$ cat src/rtl/irq_entry_pkg.sv
package irq_entry_pkg;
  parameter int ADDR_W = 20;
  parameter int DATA_W = 16;
  parameter int FLG_W  = 12;
  parameter int SP_W   = 16;
  parameter int NUM_W  = 6;
  parameter int LVL_W  = 3;
  parameter int PCHI_W = ADDR_W - DATA_W;

  // flag bit positions
  parameter int FB_STEP = 2;
  parameter int FB_IEN  = 6;
  parameter int FB_STK  = 7;

  // acknowledge word fields
  parameter int ACK_NUM_LSB = 0;
  parameter int ACK_LVL_LSB = 12;

  // sequence script (step index inside the busy window)
  parameter int SEQ_LEN   = 18;
  parameter int STEP_W    = $clog2(SEQ_LEN);
  parameter int ST_ACK    = 1;
  parameter int ST_SNAP   = 2;
  parameter int ST_PUSH_F = 4;
  parameter int ST_PUSH_P = 6;
  parameter int ST_SPUPD  = 7;
  parameter int ST_LVL    = 8;
  parameter int ST_VLO    = 10;
  parameter int ST_VHI    = 13;
  parameter int ST_LAST   = SEQ_LEN - 1;

  function automatic logic [ADDR_W-1:0] vec_addr(input logic [ADDR_W-1:0] base,
                                                 input logic [NUM_W-1:0] num);
    return base + ADDR_W'({num, 2'b00});
  endfunction

  function automatic logic [ADDR_W-1:0] stack_addr(input logic [SP_W-1:0] sp,
                                                   input logic [SP_W-1:0] off);
    logic [SP_W-1:0] a;
    a = sp - off;
    return {{(ADDR_W-SP_W){1'b0}}, a};
  endfunction

  function automatic logic [FLG_W-1:0] entry_flags(input logic [FLG_W-1:0] f,
                                                   input logic keep_stk);
    logic [FLG_W-1:0] r;
    r = f;
    r[FB_IEN]  = 1'b0;
    r[FB_STEP] = 1'b0;
    if (!keep_stk) r[FB_STK] = 1'b0;
    return r;
  endfunction
endpackage

$ cat src/rtl/irq_accept_gate.sv
module irq_accept_gate
  import irq_entry_pkg::*;
(
  input  logic             idle,
  input  logic             insn_done,
  input  logic             insn_pausable,
  input  logic             hw_req,
  input  logic [LVL_W-1:0] hw_lvl,
  input  logic             sw_req,
  input  logic [NUM_W-1:0] sw_num,
  input  logic             flg_ien,
  input  logic [LVL_W-1:0] cpu_ipl,
  output logic             take,
  output logic             take_sw,
  output logic [NUM_W-1:0] take_num
);
  logic hw_ok, sw_ok, window;

  always_comb begin
    window   = insn_done || insn_pausable;
    hw_ok    = hw_req && flg_ien && (hw_lvl > cpu_ipl) && window;
    sw_ok    = sw_req && insn_done;
    take     = idle && (hw_ok || sw_ok);
    take_sw  = sw_ok;
    take_num = sw_ok ? sw_num : '0;
  end
endmodule

$ cat src/rtl/irq_step_ctr.sv
module irq_step_ctr
  import irq_entry_pkg::*;
(
  input  logic              clk,
  input  logic              rst_n,
  input  logic              start,
  output logic              busy,
  output logic [STEP_W-1:0] step
);
  always_ff @(posedge clk) begin
    if (!rst_n) begin
      busy <= 1'b0;
      step <= '0;
    end else if (start) begin
      busy <= 1'b1;
      step <= '0;
    end else if (busy) begin
      if (step == STEP_W'(ST_LAST)) begin
        busy <= 1'b0;
        step <= '0;
      end else begin
        step <= step + STEP_W'(1);
      end
    end
  end
endmodule

$ cat src/rtl/irq_entry_datapath.sv
module irq_entry_datapath
  import irq_entry_pkg::*;
#(
  parameter logic [ADDR_W-1:0] VEC_BASE = 20'hFF000
) (
  input  logic              clk,
  input  logic              rst_n,
  input  logic              take,
  input  logic              take_sw,
  input  logic [NUM_W-1:0]  take_num,
  input  logic              ev_ack,
  input  logic              ev_snap,
  input  logic              ev_push_f,
  input  logic              ev_push_p,
  input  logic              ev_spupd,
  input  logic              ev_lvl,
  input  logic              ev_vlo,
  input  logic              ev_vhi,
  input  logic              ev_last,
  input  logic [FLG_W-1:0]  cpu_flg,
  input  logic [ADDR_W-1:0] cpu_pc,
  input  logic [SP_W-1:0]   cpu_sp,
  input  logic [DATA_W-1:0] bus_rdata,
  output logic [ADDR_W-1:0] bus_addr,
  output logic              bus_rd,
  output logic              bus_wr,
  output logic [DATA_W-1:0] bus_wdata,
  output logic              flg_we,
  output logic [FLG_W-1:0]  flg_wdata,
  output logic              pc_we,
  output logic [ADDR_W-1:0] pc_wdata,
  output logic              sp_we,
  output logic [SP_W-1:0]   sp_wdata,
  output logic              ipl_we,
  output logic [LVL_W-1:0]  ipl_wdata,
  output logic              ack_clr,
  output logic [NUM_W-1:0]  ack_num
);
  logic              is_sw;
  logic [NUM_W-1:0]  num_q;
  logic [LVL_W-1:0]  lvl_q;
  logic [ADDR_W-1:0] pc_q;
  logic [SP_W-1:0]   sp_q;
  logic [FLG_W-1:0]  tmp_flg;
  logic [DATA_W-1:0] vlo_q;
  logic [PCHI_W-1:0] vhi_q;
  logic [ADDR_W-1:0] vec_a;
  logic              hw_ack;

  always_ff @(posedge clk) begin
    if (!rst_n) begin
      is_sw   <= 1'b0;
      num_q   <= '0;
      lvl_q   <= '0;
      pc_q    <= '0;
      sp_q    <= '0;
      tmp_flg <= '0;
      vlo_q   <= '0;
      vhi_q   <= '0;
    end else begin
      if (take) begin
        is_sw <= take_sw;
        num_q <= take_num;
        pc_q  <= cpu_pc;
        sp_q  <= cpu_sp;
      end
      if (hw_ack) begin
        num_q <= bus_rdata[ACK_NUM_LSB +: NUM_W];
        lvl_q <= bus_rdata[ACK_LVL_LSB +: LVL_W];
      end
      if (ev_snap) tmp_flg <= cpu_flg;
      if (ev_vlo)  vlo_q   <= bus_rdata;
      if (ev_vhi)  vhi_q   <= bus_rdata[PCHI_W-1:0];
    end
  end

  always_comb begin
    hw_ack = ev_ack && !is_sw;
    vec_a  = vec_addr(VEC_BASE, num_q);

    bus_rd = hw_ack || ev_vlo || ev_vhi;
    bus_wr = ev_push_f || ev_push_p;
    if (ev_push_f)      bus_addr = stack_addr(sp_q, SP_W'(2));
    else if (ev_push_p) bus_addr = stack_addr(sp_q, SP_W'(4));
    else if (ev_vlo)    bus_addr = vec_a;
    else if (ev_vhi)    bus_addr = vec_a + ADDR_W'(2);
    else                bus_addr = '0;
    bus_wdata = ev_push_f ? {pc_q[ADDR_W-1:DATA_W], tmp_flg} : pc_q[DATA_W-1:0];

    flg_we    = ev_snap;
    flg_wdata = entry_flags(cpu_flg, is_sw && num_q[NUM_W-1]);
    sp_we     = ev_spupd;
    sp_wdata  = sp_q - SP_W'(4);
    ipl_we    = ev_lvl && !is_sw;
    ipl_wdata = lvl_q;
    pc_we     = ev_last;
    pc_wdata  = {vhi_q, vlo_q};
    ack_clr   = hw_ack;
    ack_num   = bus_rdata[ACK_NUM_LSB +: NUM_W];
  end
endmodule

$ cat src/rtl/irq_entry_seq.sv
module irq_entry_seq
  import irq_entry_pkg::*;
#(
  parameter logic [ADDR_W-1:0] VEC_BASE = 20'hFF000
) (
  input  logic              clk,
  input  logic              rst_n,
  input  logic              insn_done,
  input  logic              insn_pausable,
  input  logic              hw_req,
  input  logic [LVL_W-1:0]  hw_lvl,
  input  logic              sw_req,
  input  logic [NUM_W-1:0]  sw_num,
  input  logic [FLG_W-1:0]  cpu_flg,
  input  logic [ADDR_W-1:0] cpu_pc,
  input  logic [SP_W-1:0]   cpu_sp,
  input  logic [LVL_W-1:0]  cpu_ipl,
  input  logic [DATA_W-1:0] bus_rdata,
  output logic [ADDR_W-1:0] bus_addr,
  output logic              bus_rd,
  output logic              bus_wr,
  output logic [DATA_W-1:0] bus_wdata,
  output logic              flg_we,
  output logic [FLG_W-1:0]  flg_wdata,
  output logic              pc_we,
  output logic [ADDR_W-1:0] pc_wdata,
  output logic              sp_we,
  output logic [SP_W-1:0]   sp_wdata,
  output logic              ipl_we,
  output logic [LVL_W-1:0]  ipl_wdata,
  output logic              ack_clr,
  output logic [NUM_W-1:0]  ack_num,
  output logic              busy,
  output logic              done
);
  logic              take, take_sw;
  logic [NUM_W-1:0]  take_num;
  logic [STEP_W-1:0] step;
  logic ev_ack, ev_snap, ev_push_f, ev_push_p, ev_spupd, ev_lvl, ev_vlo, ev_vhi, ev_last;

  irq_accept_gate u_gate (
    .idle(!busy), .insn_done(insn_done), .insn_pausable(insn_pausable),
    .hw_req(hw_req), .hw_lvl(hw_lvl), .sw_req(sw_req), .sw_num(sw_num),
    .flg_ien(cpu_flg[FB_IEN]), .cpu_ipl(cpu_ipl),
    .take(take), .take_sw(take_sw), .take_num(take_num)
  );

  irq_step_ctr u_ctr (
    .clk(clk), .rst_n(rst_n), .start(take), .busy(busy), .step(step)
  );

  // named step events of the entry script
  always_comb begin
    ev_ack    = busy && (step == STEP_W'(ST_ACK));
    ev_snap   = busy && (step == STEP_W'(ST_SNAP));
    ev_push_f = busy && (step == STEP_W'(ST_PUSH_F));
    ev_push_p = busy && (step == STEP_W'(ST_PUSH_P));
    ev_spupd  = busy && (step == STEP_W'(ST_SPUPD));
    ev_lvl    = busy && (step == STEP_W'(ST_LVL));
    ev_vlo    = busy && (step == STEP_W'(ST_VLO));
    ev_vhi    = busy && (step == STEP_W'(ST_VHI));
    ev_last   = busy && (step == STEP_W'(ST_LAST));
    done      = ev_last;
  end

  irq_entry_datapath #(.VEC_BASE(VEC_BASE)) u_dp (
    .clk(clk), .rst_n(rst_n), .take(take), .take_sw(take_sw), .take_num(take_num),
    .ev_ack(ev_ack), .ev_snap(ev_snap), .ev_push_f(ev_push_f), .ev_push_p(ev_push_p),
    .ev_spupd(ev_spupd), .ev_lvl(ev_lvl), .ev_vlo(ev_vlo), .ev_vhi(ev_vhi),
    .ev_last(ev_last), .cpu_flg(cpu_flg), .cpu_pc(cpu_pc), .cpu_sp(cpu_sp),
    .bus_rdata(bus_rdata), .bus_addr(bus_addr), .bus_rd(bus_rd), .bus_wr(bus_wr),
    .bus_wdata(bus_wdata), .flg_we(flg_we), .flg_wdata(flg_wdata), .pc_we(pc_we),
    .pc_wdata(pc_wdata), .sp_we(sp_we), .sp_wdata(sp_wdata), .ipl_we(ipl_we),
    .ipl_wdata(ipl_wdata), .ack_clr(ack_clr), .ack_num(ack_num)
  );
endmodule

$ cat config.mk
export PLATFORM = sky130hd
export DESIGN_NAME = irq_entry_seq
export DESIGN_NICKNAME = d
export VERILOG_FILES = /design/src/rtl/irq_entry_pkg.sv /design/src/rtl/irq_accept_gate.sv /design/src/rtl/irq_step_ctr.sv /design/src/rtl/irq_entry_datapath.sv /design/src/rtl/irq_entry_seq.sv
export SDC_FILE = /design/constraint.sdc
export NUM_CORES = 1
export LEC_CHECK = 0
export CORE_UTILIZATION = 44
export DETAILED_ROUTE_END_ITERATION = 12
export GPL_ROUTABILITY_DRIVEN = 0
export HOLD_SLACK_MARGIN = 0.15
export PLACE_DENSITY = 0.78
export SLEW_MARGIN = 5
export SYNTH_ARGS = -nofsm -noshare
export SYNTH_HDL_FRONTEND = slang
export SYNTH_SLANG_ARGS = --single-unit
$ cat constraint.sdc
create_clock -name clk -period 3.4 [get_ports clk]
set_clock_uncertainty 0.1 [all_clocks]
set_input_delay 0.34 -clock clk [delete_from_list [all_inputs] [get_ports clk]]
set_output_delay 0.34 -clock clk [all_outputs]
set_load 0.02 [all_outputs]
After elaboration in Yosys (flattened, before gate mapping)
Index checks and enable logic that the tools add are counted.
{"block": "totals", "mem_bits_rw": 0, "rom_bits": 0, "elab_cells": 65, "n_memories": 0, "out_inout_bits": 102, "latch_bits": 0, "reg_bits": 84}
{"block": "op_classes", "n_lt_le_gt_ge": 1, "n_reduce_logical": 26, "eq_ne": 9, "n_shift": 0, "add_sub_neg": 5, "bitwise_logic": 1, "muxes": 13, "multipliers": 0, "div_mod_pow": 0}
{"operator": "two-way mux 20 bit", "n": 4}
{"operator": "adder 20 x 2 -> 20 bit (second input constant)", "n": 1}
{"operator": "two-way mux 6 bit", "n": 3}
{"operator": "logical AND 1 bit", "n": 17}
{"operator": "two-way mux 16 bit", "n": 1}
{"operator": "subtractor 16 x 2 -> 16 bit (second input constant)", "n": 1}
{"operator": "subtractor 16 x 3 -> 16 bit (second input constant)", "n": 1}
{"operator": "equality test 5 x 3 -> 1 bit (second input constant)", "n": 3}
{"operator": "equality test 5 x 4 -> 1 bit (second input constant)", "n": 3}
{"operator": "adder 13 x 9 -> 14 bit (first input constant)", "n": 1}
{"operator": "adder 5 x 1 -> 5 bit (second input constant)", "n": 1}
{"operator": "equality test 5 x 1 -> 1 bit (second input constant)", "n": 1}
{"operator": "equality test 5 x 2 -> 1 bit (second input constant)", "n": 1}
{"operator": "equality test 5 bit (second input constant)", "n": 1}
{"operator": "logical OR 1 bit", "n": 5}
{"operator": "two-way mux 5 bit", "n": 1}
{"operator": "two-way mux 1 bit", "n": 4}
{"operator": "greater-than comparator 3 bit", "n": 1}
{"operator": "logical NOT 1 bit", "n": 2}
{"operator": "nonzero test 2 bit", "n": 1}
{"operator": "OR reduction 2 bit", "n": 1}
{"operator": "NOT 1 bit", "n": 1}

Depth between registers and ports, before layout
{"block": "logic_depth", "ltp_word": 7, "mapped_depth": 9, "depth_no_buf": 7}

By module
From an unflattened synthesis, not the netlist that was laid out.
{"block": "unflattened", "cells_unflattened": 498, "area_unflattened_um2": 4765.8}
{"module": "irq_entry_datapath", "seq_area_each_um2": 1561.5, "cells_per_inst": 429, "instances": 1, "area_per_inst_um2": 4199.0}
{"module": "irq_step_ctr", "seq_area_each_um2": 120.1, "cells_per_inst": 31, "instances": 1, "area_per_inst_um2": 305.3}
{"module": "irq_accept_gate", "seq_area_each_um2": 0.0, "cells_per_inst": 20, "instances": 1, "area_per_inst_um2": 140.1}
{"module": "irq_entry_seq", "seq_area_each_um2": 0.0, "cells_per_inst": 18, "instances": 1, "area_per_inst_um2": 121.4}

Least setup slack after synthesis
OpenSTA, ideal clock, no wires.
{"block": "synth_timing", "kind": "reg2out", "startpoint": "reg u_dp.sp_q[2]", "endpoint": "out bus_addr[14]", "arrival_ns": 2.599, "path_slack_ns": 0.361, "required_ns": 2.960, "n_path_buf": 0, "stages_incl_launch_ff": 8, "cell_sequence": "dfxtp_1 inv_1 ha_1 or3b_4 or4_4 or3_4 or3b_1 nand3_1"}
{"block": "synth_via", "elab_chain_cells": 3, "elab_cells_between_ends": 4, "cone_classes": "add/sub: 2; mux: 2"}
{"item": "start, declared", "line_no": "irq_entry_datapath.sv:43", "source": "logic [SP_W-1:0] sp_q;"}
{"item": "start signal, assigned", "line_no": "irq_entry_datapath.sv:65", "source": "sp_q <= cpu_sp;"}
{"item": "subtractor 16 x 3 -> 16 bit", "line_no": "irq_entry_pkg.sv:40", "source": "a = sp - off;"}
{"item": "two-way mux 20 bit", "line_no": "irq_entry_datapath.sv:84", "source": "else if (ev_push_p) bus_addr = stack_addr(sp_q, SP_W'(4));"}
{"item": "two-way mux 20 bit *", "line_no": "irq_entry_datapath.sv:83", "source": "if (ev_push_f) bus_addr = stack_addr(sp_q, SP_W'(2));"}
{"item": "end, declared", "line_no": "irq_entry_seq.sv:19", "source": "output logic [ADDR_W-1:0] bus_addr,"}
Every way passes the cells marked *; elsewhere a longest branch is shown, timed or not.

Final worst setup path
{"block": "layout_timing", "startpoint": "reg u_ctr.step[0]", "endpoint": "out bus_addr[5]"}
{"block": "layout_via", "elab_chain_cells": 6, "elab_cells_between_ends": 12, "cone_classes": "eq/ne: 4; mux: 4; reduce/logical: 4"}
{"item": "start, declared", "line_no": "irq_step_ctr.sv:8", "source": "output logic [STEP_W-1:0] step"}
{"item": "start signal, assigned", "line_no": "irq_step_ctr.sv:22", "source": "step <= step + STEP_W'(1);"}
{"item": "equality test 5 x 4 -> 1 bit", "line_no": "irq_entry_seq.sv:61", "source": "ev_vhi = busy && (step == STEP_W'(ST_VHI));"}
{"item": "logical AND 1 bit", "line_no": "irq_entry_seq.sv:61"}
{"item": "two-way mux 20 bit", "line_no": "irq_entry_datapath.sv:86", "source": "else if (ev_vhi) bus_addr = vec_a + ADDR_W'(2);"}
{"item": "two-way mux 20 bit", "line_no": "irq_entry_datapath.sv:85", "source": "else if (ev_vlo) bus_addr = vec_a;"}
{"item": "two-way mux 20 bit", "line_no": "irq_entry_datapath.sv:84"}
{"item": "two-way mux 20 bit *", "line_no": "irq_entry_datapath.sv:83"}
Marks and branches as above.

==> flow_summary.json <==
{
  "status": "finished clean",
  "synth_compound_area_frac": 0.128,
  "start_kind": "flop",
  "synth_edf_count": 0,
  "drive_gt1_frac": 0.0569,
  "fin_crit_ns": 3.26,
  "syn2layout_area_growth_pct": 43.1,
  "yosys_warnings": 0,
  "relSlewSlack": 0.481,
  "path_class": "flop to output port",
  "cp_data_arrival_time_ns": 2.82,
  "viasPerCell": 5.25,
  "rr_endpoint": "u_dp.pc_q[6]$_SDFFE_PN0P_",
  "yosys.area_share.xor_xnor": 0.0399,
  "antenna_found_initial": 0,
  "antenna_cells": 0,
  "synthMuxAreaShare": 0.0803,
  "ys_async_sr_fraction": 0,
  "worstPathRequired_ns": 2.96,
  "crit_chain": "inv_1 -> ha_1 -> nand2b_1 -> a21o_1 -> clkinvlp_4 -> a221o_1 -> clkdlybuf4s50_1",
  "cts_tree": "yes",
  "wl_per_cell_um": 14.7,
  "synth_top_family_by_area": "simple AND/OR/NAND/NOR gates",
  "p_leak_nw": 2.73,
  "fmax_ghz": 0.307,
  "dr.first_iter.drc_count": 234,
  "rsz0062_at_grt": "false",
  "dpl.hpwl_mm": 9.70,
  "io_pins": 184,
  "grt_pass1_vias": 4349,
  "yosys.area.top_type": "dfxtp_1",
  "start_util": 0.451,
  "root_buffer": "clkbuf_8",
  "final_cell_mix": "nand2_1, clkdlybuf4s50_1, dfxtp_1",
  "vias": 4687,
  "final_antenna_net_count": 0,
  "synth.yosys.seq_area_share": 0.365,
  "clk_pin_slew_ns": 0.09,
  "synth_area_per_cell_um2": 7.63,
  "syn_area_um2": 4610,
  "insertion_delay_ns": 0.35,
  "cap_violations": 0,
  "die_h_um": 104,
  "grt_max_degree": 86,
  "placedCellCount": 876,
  "rr_worst_depth": 7,
  "crit_slowest_cell": "clkdlybuf4s50_1",
  "cts.sinks": 84,
  "power_density_nw_per_um2": 386,
  "synthSimpleGateAreaFrac": 0.267,
  "finalCritPeriodShare": 0.959,
  "hold_violations": 0,
  "finalSetupTns_ns": 0,
  "final_max_slew_viol_count": 0,
  "reg2reg_slack_ns": 1.36,
  "power.total_mw": 2.55,
  "synth_ff_type": "dfxtp_1",
  "drc": 0,
  "num_rows": 37,
  "endpoint_kind": "output port",
  "fin_cells": 892,
  "setup-violations-final": 0,
  "io_buffers": 181,
  "hold_end": "u_dp.vlo_q[11]$_SDFFE_PN0P_",
  "slowest_delay_ns": 0.54,
  "grt_pass1_wl_mm": 20.9,
  "htree_levels": 3,
  "synth_cells": 604,
  "rr_startpoint": "u_ctr.busy$_SDFF_PN0_",
  "whs_path_depth": 2,
  "post_cts_buffers": 0,
  "grt_usage": 0.236,
  "vdd_drop_max_mv": 0.200,
  "layout.nets": 843,
  "die_area_um2": 10900,
  "synth_area_leaders": "dfxtp_1, nand2_1, mux2i_1, a21boi_0, buf_4",
  "synthDistinctLibCells": 52,
  "core_area_um2": 10200,
  "dr.pass1.iters": 8,
  "yosys_register_bits": 84,
  "hp-start": "u_dp.vlo_q[11]$_SDFFE_PN0P_",
  "cts_buffers": 9,
  "cp_max_fo": 13,
  "synth_fa_ha_area_frac": 0.0271,
  "fill_cells": 866,
  "die_width_um": 104,
  "final_common_cell": "nand2_1",
  "yosys.area.top_type_share": 0.365,
  "postRouteWirelength_mm": 13.1,
  "clockBufferDepth": 2,
  "worst_slew_pin_slew_ns": 0.779,
  "gr-total-overflow": 0,
  "hp-class": "flop to flop",
  "cts_hold_buf": 0
}
## per-stage QoR
| step | setup slack, ns | utilization | hold slack, ns | area (um^2) |
|---|---|---|---|---|
| global route | 0.00344 | 0.645 | 0.386 | 6600 |
| CTS | 0.0311 | 0.644 | 0.368 | 6590 |
| detailed placement | 0.0782 | 0.622 | 0.352 | 6360 |
| floorplan | 0.361 | - | 0.338 | 4610 |
| finish | 0.140 | 0.645 | 0.367 | 6600 |
| global placement | 0.133 | 0.622 | 0.345 | 6360 |
## final cells by class
cell class	instances	area [um^2]	share of cell area
multi-input combinational	444	2520	0.383
clock buffer	9	124	0.0188
inverter	15	60.1	0.00910
timing repair buffer	197	1940	0.294
tap	136	170	0.0258
clock inverter	7	98.8	0.0150
sequential	84	1680	0.255
## flip-flops by register name, indices dropped and copies added, names as in the netlist
register / cells
u_dp.vhi_q: 4
u_ctr.step: 5
u_dp.vlo_q: 16
u_dp.is_sw: 1
u_dp.pc_q: 20
u_dp.num_q: 6
u_dp.tmp_flg: 12
u_ctr.busy: 1
u_dp.ipl_wdata: 3
u_dp.sp_q: 16
## critical path: cells and delay by family, from the launching register on
family                   cells  cell delay, ns
flip-flops                   1            0.39
adder cells (fa/ha/maj)      1            0.30
AO/OA/AOI/OAI                2            0.67
buffers and inverters        3            0.96
AND/OR/NAND/NOR              1            0.14
## what timing repair did
item,4_1_cts,5_1_grt
gates cloned,0,0
gates resized for setup,5,8
endpoints found under the setup margin,3,15
hold endpoints to repair,0,0
## power breakdown
part	switching (mW)	internal [mW]
Combinational	0.330	0.351
Sequential	0.0393	1.02
Clock	0.384	0.421
Total	0.753	1.79
## cell families after synthesis
logic type / after synthesis
adders and majority gates: 10
muxes: 37
DFF: 84
and+or+nand+nor: 287
AOI/OAI and AO/OA: 87
other: 1
buffers and inverters: 77
xor gates and xnor gates: 21
## worst max path at each step
stage	cells past startpoint	start	endpoint	slack, ns
2_1_floorplan	7	u_dp.sp_q[2]$_SDFFE_PN0P_	bus_addr[14]	0.36
3_3_place_gp	8	u_dp.sp_q[3]$_SDFFE_PN0P_	bus_addr[14]	0.13
3_5_place_dp	8	u_dp.sp_q[3]$_SDFFE_PN0P_	bus_addr[14]	0.08
4_1_cts	8	u_dp.sp_q[3]$_SDFFE_PN0P_	bus_addr[14]	0.03
5_1_grt	7	u_dp.sp_q[3]$_SDFFE_PN0P_	bus_addr[12]	0.003
6_report	7	u_ctr.step[0]$_SDFFE_PP0P_	bus_addr[5]	0.14
## cell usage after synthesis (3+ instances only)
cell type	count
nand4_1	3
a21boi_0	37
nor2b_1	5
mux2i_1	37
a31oi_1	8
nand2_1	212
a21oi_1	7
inv_1	14
nor3_1	6
ha_1	10
buf_2	4
and2_1	4
clkbuf_1	29
buf_6	5
o21ai_0	19
o221ai_1	3
dfxtp_1	84
nand3_1	18
buf_4	23
xnor2_1	13
nor4_1	3
and3_1	3
xor2_1	8
nor2_1	15
## routing by layer
layer / GRT usage / vias up / wire length [um]
li1: - / 2265 / -
met1: 0.282 / 2191 / 5340
met2: 0.409 / 204 / 6530
met3: 0.0526 / 27 / 978
met4: 0.0878 / 0 / 266
met5: 0 / - / 0
(Power assumes the default switching activity.)
